### config.mk
export PLATFORM = sky130hd
export DESIGN_NAME = pinwake_ctrl
export DESIGN_NICKNAME = d
export VERILOG_FILES = /design/src/rtl/pinwake_pkg.sv /design/src/rtl/pinwake_rstsync.sv /design/src/rtl/pinwake_sync.sv /design/src/rtl/pinwake_edge.sv /design/src/rtl/pinwake_pend.sv /design/src/rtl/pinwake_ctrl.sv
export SDC_FILE = /design/constraint.sdc
export NUM_CORES = 1
export LEC_CHECK = 0
export ABC_CLOCK_PERIOD_IN_PS = 3000
export BUFFER_PORTS_ARGS = -buffer_cell sky130_fd_sc_hd__buf_2
export CAP_MARGIN = 10
export CORE_MARGIN = 4
export CORE_UTILIZATION = 30
export CTS_CLUSTER_SIZE = 30
export DETAILED_ROUTE_END_ITERATION = 12
export GPL_TIMING_DRIVEN = 0
export PLACE_DENSITY = 0.44
export SLEW_MARGIN = 20
export SYNTH_ARGS = -nofsm -noshare
export SYNTH_HDL_FRONTEND = slang
export SYNTH_SLANG_ARGS = --single-unit
export TNS_END_PERCENT = 5
### constraint.sdc
create_clock -name clk -period 3 [get_ports clk]
set_input_delay 0.3 -clock clk [delete_from_list [all_inputs] [get_ports clk]]
set_output_delay 0.3 -clock clk [all_outputs]
set_load 0.01 [all_outputs]
### src/rtl/pinwake_pkg.sv
package pinwake_pkg;

  // Register select codes used on the register port
  typedef enum logic [1:0] {
    SEL_ENABLE = 2'd0,
    SEL_EDGE   = 2'd1,
    SEL_PEND   = 2'd2,
    SEL_NONE   = 2'd3
  } wk_sel_e;

endpackage

### src/rtl/pinwake_rstsync.sv
module pinwake_rstsync #(
  parameter int STAGES = 2
) (
  input  logic clk,
  input  logic rst_n,
  output logic rst_sync_n
);

  logic [STAGES-1:0] chain_q;
  logic [STAGES-1:0] chain_d;

  always_comb begin
    chain_d = {chain_q[STAGES-2:0], 1'b1};
  end

  always_ff @(posedge clk or negedge rst_n) begin
    if (!rst_n) begin
      chain_q <= '0;
    end else begin
      chain_q <= chain_d;
    end
  end

  assign rst_sync_n = chain_q[STAGES-1];

endmodule

### src/rtl/pinwake_sync.sv
module pinwake_sync #(
  parameter int W      = 8,
  parameter int STAGES = 2
) (
  input  logic         clk,
  input  logic         rst_n,
  input  logic [W-1:0] din,
  output logic [W-1:0] dout
);

  logic [STAGES-1:0][W-1:0] stg_q;
  logic [STAGES-1:0][W-1:0] stg_d;

  always_comb begin
    stg_d[0] = din;
    for (int s = 1; s < STAGES; s++) begin
      stg_d[s] = stg_q[s-1];
    end
  end

  always_ff @(posedge clk or negedge rst_n) begin
    if (!rst_n) begin
      stg_q <= '0;
    end else begin
      stg_q <= stg_d;
    end
  end

  assign dout = stg_q[STAGES-1];

endmodule

### src/rtl/pinwake_edge.sv
module pinwake_edge #(
  parameter int W        = 8,
  parameter int ARM_CYCS = 3
) (
  input  logic         clk,
  input  logic         rst_n,
  input  logic [W-1:0] smp_i,
  input  logic [W-1:0] fall_sel_i,
  output logic [W-1:0] hit_o
);

  logic [W-1:0]        prev_q;
  logic [ARM_CYCS-1:0] arm_q;
  logic [ARM_CYCS-1:0] arm_d;
  logic                armed;

  // Detection stays off until the previous-sample register holds a real
  // pin sample, so the reset value never looks like a transition.
  always_comb begin
    arm_d = {arm_q[ARM_CYCS-2:0], 1'b1};
  end

  assign armed = arm_q[ARM_CYCS-1];

  always_ff @(posedge clk or negedge rst_n) begin
    if (!rst_n) begin
      arm_q  <= '0;
      prev_q <= '0;
    end else begin
      arm_q  <= arm_d;
      prev_q <= smp_i;
    end
  end

  for (genvar b = 0; b < W; b++) begin : g_bit
    logic rise;
    logic fall;
    assign rise     = ~prev_q[b] &  smp_i[b];
    assign fall     =  prev_q[b] & ~smp_i[b];
    assign hit_o[b] = armed & (fall_sel_i[b] ? fall : rise);
  end

endmodule

### src/rtl/pinwake_pend.sv
module pinwake_pend #(
  parameter int W = 8
) (
  input  logic         clk,
  input  logic         rst_n,
  input  logic         xchg_i,
  input  logic [W-1:0] wdata_i,
  input  logic [W-1:0] hit_i,
  output logic [W-1:0] pend_o
);

  logic [W-1:0] pend_q;
  logic [W-1:0] pend_d;
  logic [W-1:0] base;

  // New edges are merged after the exchanged value: a set beats a clear.
  always_comb begin
    base   = xchg_i ? wdata_i : pend_q;
    pend_d = base | hit_i;
  end

  always_ff @(posedge clk or negedge rst_n) begin
    if (!rst_n) begin
      pend_q <= '0;
    end else begin
      pend_q <= pend_d;
    end
  end

  assign pend_o = pend_q;

endmodule

### src/rtl/pinwake_ctrl.sv
module pinwake_ctrl #(
  parameter int NPINS      = 8,
  parameter int SYNC_STG   = 2,
  parameter int RST_STG    = 2
) (
  input  logic             clk,
  input  logic             rst_n,
  input  logic [NPINS-1:0] pins_i,
  input  logic             sleep_i,
  input  logic             reg_we_i,
  input  logic [1:0]       reg_sel_i,
  input  logic [NPINS-1:0] reg_wdata_i,
  output logic [NPINS-1:0] reg_rdata_o,
  output logic             irq_o,
  output logic             wake_o
);

  import pinwake_pkg::*;

  localparam int ARM_CYCS = SYNC_STG + 1;

  logic             rst_sync_n;
  logic [NPINS-1:0] pin_smp;
  logic [NPINS-1:0] hit;
  logic [NPINS-1:0] pend_q;
  logic [NPINS-1:0] en_q;
  logic [NPINS-1:0] en_d;
  logic [NPINS-1:0] edg_q;
  logic [NPINS-1:0] edg_d;
  logic             en_ce;
  logic             edg_ce;
  logic             xchg;
  logic             any_req;
  wk_sel_e          sel;

  assign sel = wk_sel_e'(reg_sel_i);

  pinwake_rstsync #(.STAGES(RST_STG)) u_rst (
    .clk        (clk),
    .rst_n      (rst_n),
    .rst_sync_n (rst_sync_n)
  );

  pinwake_sync #(.W(NPINS), .STAGES(SYNC_STG)) u_sync (
    .clk   (clk),
    .rst_n (rst_sync_n),
    .din   (pins_i),
    .dout  (pin_smp)
  );

  pinwake_edge #(.W(NPINS), .ARM_CYCS(ARM_CYCS)) u_edge (
    .clk        (clk),
    .rst_n      (rst_sync_n),
    .smp_i      (pin_smp),
    .fall_sel_i (edg_q),
    .hit_o      (hit)
  );

  pinwake_pend #(.W(NPINS)) u_pend (
    .clk     (clk),
    .rst_n   (rst_sync_n),
    .xchg_i  (xchg),
    .wdata_i (reg_wdata_i),
    .hit_i   (hit),
    .pend_o  (pend_q)
  );

  // Configuration registers: decode and clock enables
  always_comb begin
    en_ce  = reg_we_i && (sel == SEL_ENABLE);
    edg_ce = reg_we_i && (sel == SEL_EDGE);
    xchg   = reg_we_i && (sel == SEL_PEND);
    en_d   = reg_wdata_i;
    edg_d  = reg_wdata_i;
  end

  always_ff @(posedge clk or negedge rst_sync_n) begin
    if (!rst_sync_n) begin
      en_q  <= '0;
      edg_q <= '0;
    end else begin
      if (en_ce) begin
        en_q <= en_d;
      end
      if (edg_ce) begin
        edg_q <= edg_d;
      end
    end
  end

  // Read mux: the pending value shown in an exchange cycle is the old one
  always_comb begin
    unique case (sel)
      SEL_ENABLE: reg_rdata_o = en_q;
      SEL_EDGE:   reg_rdata_o = edg_q;
      SEL_PEND:   reg_rdata_o = pend_q;
      default:    reg_rdata_o = '0;
    endcase
  end

  // Request steering
  always_comb begin
    any_req = |(pend_q & en_q);
    irq_o   = any_req & ~sleep_i;
    wake_o  = any_req &  sleep_i;
  end

endmodule

Word-level counts from Yosys, hierarchy flattened
Index checks and enable logic that the tools add are counted.
Word-level totals
  RAM bits: 0
  memories: 0
  latch bits: 0
  bits in read-only memories: 0
  bits of input ports: 22
  word-level logic and storage cells: 70
  output and inout bits: 10
  register bits after elaboration: 53
Cells by class
  order comparisons: 0
  $mul: 0
  bitwise operators: 45
  reductions and logical operators: 5
  $add $sub $neg: 0
  equality and inequality tests: 2
  divide/modulo/power cells: 0
  mux-type cells: 10
  shifts and indexed selects: 0
Operators by type and width (number)
  1-bit bitwise AND: 26
  8-bit case mux with 3 select lines: 1
  1-bit NOT: 17
  8-bit bitwise AND: 1
  1-bit 2-to-1 mux: 8
  8-bit 2-to-1 mux: 1
  8-bit OR: 1
  8-bit OR reduction: 1
  1-bit logical AND: 3
  2-bit by 1-bit == test with 1-bit output (second input constant): 1
  2-bit == test (second input constant): 1
  2-bit zero test: 1

Logic depth before layout (Yosys ltp)
Gate-level depths: netlist of the first run.
  depth after elaboration: 5
  mapped depth: 4
  depth with buffers taken out: 3

By module
A second synthesis of the first run with hierarchy kept.
Unflattened totals
  cells, all modules: 143
  area total of the unflattened synthesis: 2120.8 sq um
Modules (own cells, without submodules)
  pinwake_ctrl: seq. area each 400.4 sq um, times used 1, cells an instance 62, area each 847.1 sq um
  pinwake_edge: seq. area each 275.3 sq um, times used 1, cells an instance 37, area each 480.5 sq um
  pinwake_sync: seq. area each 400.4 sq um, times used 1, cells an instance 16, area each 400.4 sq um
  pinwake_pend: seq. area each 200.2 sq um, times used 1, cells an instance 25, area each 339.1 sq um
  pinwake_rstsync: seq. area each 50.0 sq um, times used 1, cells an instance 3, area each 53.8 sq um

Worst setup path after synthesis of the first run
Ideal clock, no wire load.
  kind: in2reg
  from: input reg_sel_i[1]
  to: register en_q[0]
  data required time: 2.875 ns
  slack: 1.877 ns
  setup time: 0.125 ns
  stages on the path: 2
  arrival: 0.998 ns
  buffers on the path: 0
  cell sequence: nor3b_4 mux2_2
Between the ends
  cells in the longest elaborated chain, start to end: 2
RTL lines
  from (decl): RTL line pinwake_ctrl.sv:11  | input logic [1:0] reg_sel_i,
  2-bit zero test: RTL line pinwake_ctrl.sv:70  | en_ce = reg_we_i && (sel == SEL_ENABLE);
  1-bit logical AND: RTL line pinwake_ctrl.sv:70
  to (signal assigned): RTL line pinwake_ctrl.sv:83  | en_q <= en_d;
  to (decl): RTL line pinwake_ctrl.sv:26  | logic [NPINS-1:0] en_q;
Every way passes these cells.
A chain may end at the register's enable or synchronous reset.

Final worst setup path of the first run
  from: register en_q[3]
  to: output irq_o
Between the ends
  cells in the longest elaborated chain, start to end: 3
RTL lines
  8-bit bitwise AND: RTL line pinwake_ctrl.sv:103  | any_req = |(pend_q & en_q);
  8-bit OR reduction: RTL line pinwake_ctrl.sv:103
  1-bit bitwise AND: RTL line pinwake_ctrl.sv:104  | irq_o = any_req & ~sleep_i;
  to (decl): RTL line pinwake_ctrl.sv:14  | output logic irq_o,
Every way passes these cells.

==> impl_results.md, run 1 <==
* Leak at 1.18 nW
* Max stage delay cell, worst path: dfrtp_1
* Largest net degree at the start of global routing at 30
* ANT nets after route at 0
* Initial Utilization at 0.310
* Synthesized area at 2120 µm²
* IO Pins at 32
* Worst Setup End Kind: output port
* Top-area cell type share of the netlist area at 0.626
* CP delay by family, top: compound AO/OA/AOI/OAI gates
* CTS sink count at 53
* FFs w/ async S/R, synth at 1.00
* DRC violations left at 0
* Synth top cells by count: 53 x dfrtp_1, 16 x nand2_1, 9 x o21ai_0
* Worst-path maximum fanout at 3
* Largest area contributor in the netlist: dfrtp_1
* Unrepaired setup endpoints after global routing: no
* Post-layout nets at 214
* WP data required at 2.70 ns
* CTS tree: yes
* Final period utilization at 0.562
* Path type of the worst min-delay path: input port to flip-flop
* Crit path depth at 3
* Vias at 1372
* M2 GR Usage at 0.173
* Avg Cell Area, Syn at 14.0 µm²
* Placed cell areas at 2420 µm²
* Critical Path Max Stage Delay at 0.41 ns
* Seq/Total Area, Yosys at 0.626
* Count leader, synth: dfrtp_1
* Outcome: completed
* Total track usage at 0.118
* CTS buffer count at 5
* Number of global-route vias before repair at 1483
* Hold_ws at 0.0870 ns
* Worst Skew at 0.0143 ns
* Layout Cells excl Fill at 289
* Mapped Cells at 151
* Fraction of layout instances using a drive strength above 1 at 0.337
* Max Freq at 593 MHz
* Worst-path cell chain: a22oi_1, a41oi_1, buf_2
* MaxCap Viol Count at 0
* Critical path data arrival time at 1.39 ns
* DIE AREA at 8460 µm²
* Gpl congestion at 0.754
* Hold path depth at 1
* I/O Buffers at 31
* N_diodes at 0
* Worst skew pair latency at 0.31 ns
* FF-to-FF path depth at 2
* Unique masters post-synth at 23
* CTS Root Cell: clkbuf_8
* Worst Setup Start Kind: flip-flop
* Synth top area cells: dfrtp_1 63%, mux2_4 5.7%, mux2_2 4.3%
* FF+latch count, synth at 53
* Wirelength, routed at 4660 µm
* Clock buffer depth at 2
* Met1 Use GR at 0.161
* Fin area at 2510 µm²
* Slew headroom at 0.633
* H-tree depth at 2
* Clock slew at reported path FFs at 0.10 ns
* Inst Count DP at 280
* Setup Buffers After CTS at 0
* Antenna violations before repair at 0
* Layout area overhead at 18.7%
* Final min period at 1.69 ns
* Crit Path Class: flip-flop to output port
* Drt pass-1 iters at 4
* P per Cell Area at 604 nW/µm²
* Pins Over Slew Limit at 0
* Gr busiest metal: met2
* DR WL/cell at 16.1 µm
* Ys Warns at 0
* Final setup vio count at 0
* Slew @ Worst Pin at 0.550 ns
* Post-DP HPWL at 3160 µm
* Peak VDD IR at 0.232 mV
* Core Region at 6830 µm²
* Commonest register cell after synthesis: dfrtp_1
* Met3 usage at 0.0312
* Iter 0 DRT Violations at 57
* EDFF count, synth at 0
* Grt ovf at 0
* CP Buf/Inv Count at 1
* Core Rows at 30
* Final hold viol count at 0
* Global-route wire length before repair at 7640 µm
* Vias per cell at 4.75
* Die Wd at 92.0 µm
* Setup TNS at 0 ns
* Die height at 92.0 µm
-- power by group --
group | internal [mW] | switching, mW | total, mW
Clock | 0.162 | 0.234 | 0.396
Combinational | 0.137 | 0.112 | 0.250
Sequential | 0.798 | 0.0749 | 0.873
-- kinds of logic (layout without fill, tap and decap cells) --
logic type | count (synthesis) | count (layout) | synth area share
flip-flops | 53 | 53 | 0.626
multiplexers | 24 | 24 | 0.137
AO/OA/AOI/OAI | 29 | 29 | 0.0975
buffers and inverters | 6 | 47 | 0.0230
other | 1 | 2 | 0.00177
AND/OR/NAND/NOR | 38 | 38 | 0.114
-- worst reg2reg max path, delay by kind of cell (launching register included) --
kind                   cells  cell delay (ns)
flip-flops                 1             0.36
buffers and inverters      1             0.24
AO/OA/AOI/OAI              1             0.40
-- state kept, by name, indices dropped and copies added, names as in the netlist --
name           cells
edg_q              8
en_q               8
u_edge.arm_q       3
u_sync.dout        8
u_pend.pend_o      8
u_rst.chain_q      2
u_edge.prev_q      8
u_sync.stg_d       8
-- worst paths after layout --
path                                  startpoint               end  slack (ns)
worst max register to register   u_edge.arm_q[2]  u_pend.pend_o[3]        1.89
worst min register to register  u_rst.chain_q[1]  u_sync.stg_d[12]        0.25
min in group asynchronous       u_rst.chain_q[1]  u_sync.stg_d[12]        0.25
max in group asynchronous       u_rst.chain_q[1]  u_edge.prev_q[1]        2.20
worst min-delay path                   pins_i[5]  u_sync.stg_d[13]        0.09
worst max-delay path                     en_q[3]             irq_o        1.31
-- metal layers --
metal / vias up / wire length (µm)
met3: 10 / 268
met5: - / 0
met2: 41 / 2100
li1: 626 / -
met1: 695 / 2190
met4: 0 / 102
-- stage by stage --
stage | power [mW] | worst slack [ns] | util
global placement | 1.12 | 0.833 | 0.351
finish | 1.52 | 1.31 | 0.368
CTS | 1.54 | 1.32 | 0.368
floorplan | 1.04 | 1.42 | -
global route | 1.60 | 1.23 | 0.368
detailed placement | 1.14 | 1.39 | 0.354
-- layout make-up --
| type | count | area (µm²) |
|---|---|---|
| inverter | 1 | 3.75 |
| tap | 96 | 120 |
| buffer | 5 | 45.0 |
| timing repair buffer | 33 | 185 |
| fill | 680 | 4320 |
| clock buffer | 5 | 68.8 |
| sequential | 53 | 1330 |
| multi-input combinational | 93 | 746 |
| clock inverter | 3 | 17.5 |
-- repair_timing --
item | in CTS | in global routing
hold buffers | 1 | 0
gates resized for setup | 0 | 0
hold endpoints to repair | 2 | 0
-- placed cells by master (no fill, tap or decap), types with 2 or more instances in the layout --
master    instances
dfrtp_1          52
buf_2            31
nand2_1          16
o21ai_0           9
mux2i_1           8
mux2_2            8
mux2_4            8
nand2b_1          7
o22ai_1           7
and3_1            7
a221o_1           7
clkbuf_8          5
a22oi_1           4
buf_6             3
nand3_1           2
nand3b_4          2
a41oi_1           2
clkinv_2          2
conb_1            2
Power figures use the tool's default switching activity.
==> run 2, diff against run 1 <==
ABC_CLOCK_PERIOD_IN_PS = 1500   (was 3000)
PLACE_DENSITY = 0.46   (was 0.44)
clock period = 1.5 ns   (was 3 ns; I/O delays follow)
==> impl_results.md, run 2 (synthesized netlist as in run 1, its figures left out) <==
* P per Cell Area at 1190 nW/µm² (+97%)
* Inst Count DP at 279 (-0.36%)
* Final hold viol count at 0 (unchanged)
* Outcome: completed
* Hold endpoint: edg_q[7]
* Die Wd at 92.0 µm (unchanged)
* CTS Root Cell: clkbuf_8
* CTS sink count at 53 (unchanged)
* Vias at 1348 (-1.7%)
* Final min period at 1.46 ns
* ANT nets after route at 0 (unchanged)
* Critical Path Max Stage Delay at 0.41 ns (about the same)
* Path type of the worst min-delay path: input port to flip-flop
* Number of global-route vias before repair at 1494 (+0.74%)
* FF-to-FF path depth at 2 (unchanged)
* Largest net degree at the start of global routing at 52 (+73%)
* Worst Setup Start Kind: flip-flop
* CTS buffer count at 5 (unchanged)
* Worst Setup End Kind: output port
* Slew @ Worst Pin at 0.667 ns (+0.117 ns)
* Unrepaired setup endpoints after global routing: yes
* Worst-path maximum fanout at 3 (unchanged)
* Antenna violations before repair at 0 (unchanged)
* Worst R2R Start: u_edge.arm_q[2]
* Drt pass-1 iters at 4 (unchanged)
* Worst reg2reg path endpoint: u_pend.pend_o[3]
* DR WL/cell at 15.4 µm (-4.2%)
* Iter 0 DRT Violations at 30 (-47%)
* Layout Cells excl Fill at 296 (+2.4%)
* Final period utilization at 0.972
* Global-route wire length before repair at 7660 µm (+0.27%)
* Commonest cells after routing, fill and taps aside: 52 x dfrtp_1, 31 x buf_2, 16 x nand2_1, 9 x o21ai_0, 9 x dlygate4sd3_1
* CTS tree: yes
* Clock buffer depth at 2 (unchanged)
* Final core occ at 0.380 (+0.0119)
* IO Pins at 32 (unchanged)
* Setup Buffers After CTS at 0 (unchanged)
* I/O Buffers at 31 (unchanged)
* Slew headroom at 0.555 (-0.0778)
* Peak VDD IR at 0.407 mV (+76%)
* Final setup vio count at 0 (unchanged)
* Hold_ws at 0.107 ns (+0.0201 ns)
* Layout area overhead at 22.6%
* DRC violations left at 0 (unchanged)
* MaxCap Viol Count at 0 (unchanged)
* Vias per cell at 4.55 (-4.1%)
* Post-layout nets at 221 (+3.3%)
* N_diodes at 0 (unchanged)
* Critical path data arrival time at 1.31 ns (-0.08 ns)
* Post-placement worst setup slack at 0.185 ns (-1.21 ns)
* Crit Path Class: flip-flop to output port
* Max Freq at 686 MHz
* Grt ovf at 0 (unchanged)
* Total track usage at 0.118 (+0.000174)
* H-tree depth at 2 (unchanged)
* Gpl congestion at 0.774 (+2.6%)
* Pins Over Slew Limit at 0 (unchanged)
* Core Rows at 30 (unchanged)
* Max stage delay cell, worst path: dfrtp_1
* Clock slew at reported path FFs at 0.09 ns (about the same)
* Worst-path cell chain: a22oi_2, a41oi_1, buf_2
* Core Region at 6830 µm² (unchanged)
* Post-DP HPWL at 3050 µm (-3.6%)
* Fin worst setup slack at 0.0425 ns (-1.27 ns)
* WP data required at 1.35 ns (-1.35 ns)
* DIE AREA at 8460 µm² (unchanged)
* Worst skew pair latency at 0.30 ns (about the same)
* Leak at 1.21 nW (+2.2%)
* Worst Skew at 0.00641 ns (-0.00792 ns)
* Fraction of layout instances using a drive strength above 1 at 0.325 (-0.0118)
* Reg2Reg Setup Slack at 0.41 ns (-1.48 ns)
* Worst hold start: reg_wdata_i[7]
* Hold path depth at 2 (+1)
* Wirelength, routed at 4570 µm (-1.8%)
* Commonest non-fill, non-tap cell in the layout: dfrtp_1
* Total chip power at 3.08 mW (+100%)
* CP delay by family, top: compound AO/OA/AOI/OAI gates
* Initial Utilization at 0.310 (unchanged)
* Die height at 92.0 µm (unchanged)
* CP Buf/Inv Count at 1 (unchanged)
## run 2: cell types whose count changed in the layout (fill, tap and decap cells not counted), sizes merged
cell / change
buf: -1
clkinvlp: -1
clkbuf: +3
clkinv: -2
dlygate4sd3: +8
## run 2: worst max path at each step
stage | start | to | slack [ns] | cells past startpoint
2_1_floorplan | reg_sel_i[1] | en_q[0] | 0.53 | 2
6_report | u_pend.pend_o[1] | irq_o | 0.04 | 3
4_1_cts | en_q[1] | irq_o | 0.02 | 3
3_5_place_dp | reg_sel_i[1] | en_q[1] | 0.18 | 3
3_3_place_gp | reg_sel_i[1] | reg_rdata_o[1] | 0.18 | 6
5_1_grt | u_pend.pend_o[1] | wake_o | -0.04 | 3
## run 2: layer usage
| metal | routed length (µm) | vias to the layer above | GRT usage | share of wire |
|---|---|---|---|---|
| li1 | - | 641 | - | - |
| met1 | 2230 | 670 | 0.169 | 0.49 |
| met2 | 2090 | 29 | 0.173 | 0.46 |
| met3 | 188 | 8 | 0.0287 | 0.041 |
| met4 | 69 | 0 | 0.0408 | 0.015 |
| met5 | 0 | - | 0 | 0 |
## run 2: cell type report
type	instances	area [µm²]
Fill cell	680	4240
Sequential cell	53	1330
Multi-Input combinational cell	93	761
Timing Repair Buffer	40	245
Tap cell	96	120
Clock buffer	8	90.1
Buffer	5	45.0
Inverter	1	3.75
## run 2: power by group
group | internal, mW | leakage [nW] | switching, mW | total, mW
sequential | 1.60 | 0.615 | 0.168 | 1.76
clock | 0.377 | 0.0455 | 0.442 | 0.820
combinational | 0.292 | 0.547 | 0.208 | 0.500
## run 2: timing repair
action,4_1_cts,5_1_grt
pin swaps,0,1
hold buffers,9,0
gates resized for setup,2,1
endpoints found under the setup margin,2,2
hold endpoints to repair,10,0
## run 2: metrics by stage
stage / TNS [ns] / cell area, µm²
global placement: 0 / 2400
CTS: 0 / 2590
detailed placement: 0 / 2400
floorplan: 0 / 2120
finish: 0 / 2590
global route: -0.0787 / 2590
## run 2: worst register-to-register path: cells and delay by family, from the launching register on
kind | cells | cell delay (ns)
buffers and inverters | 1 | 0.23
DFF | 1 | 0.36
AOI/OAI and AO/OA | 1 | 0.39
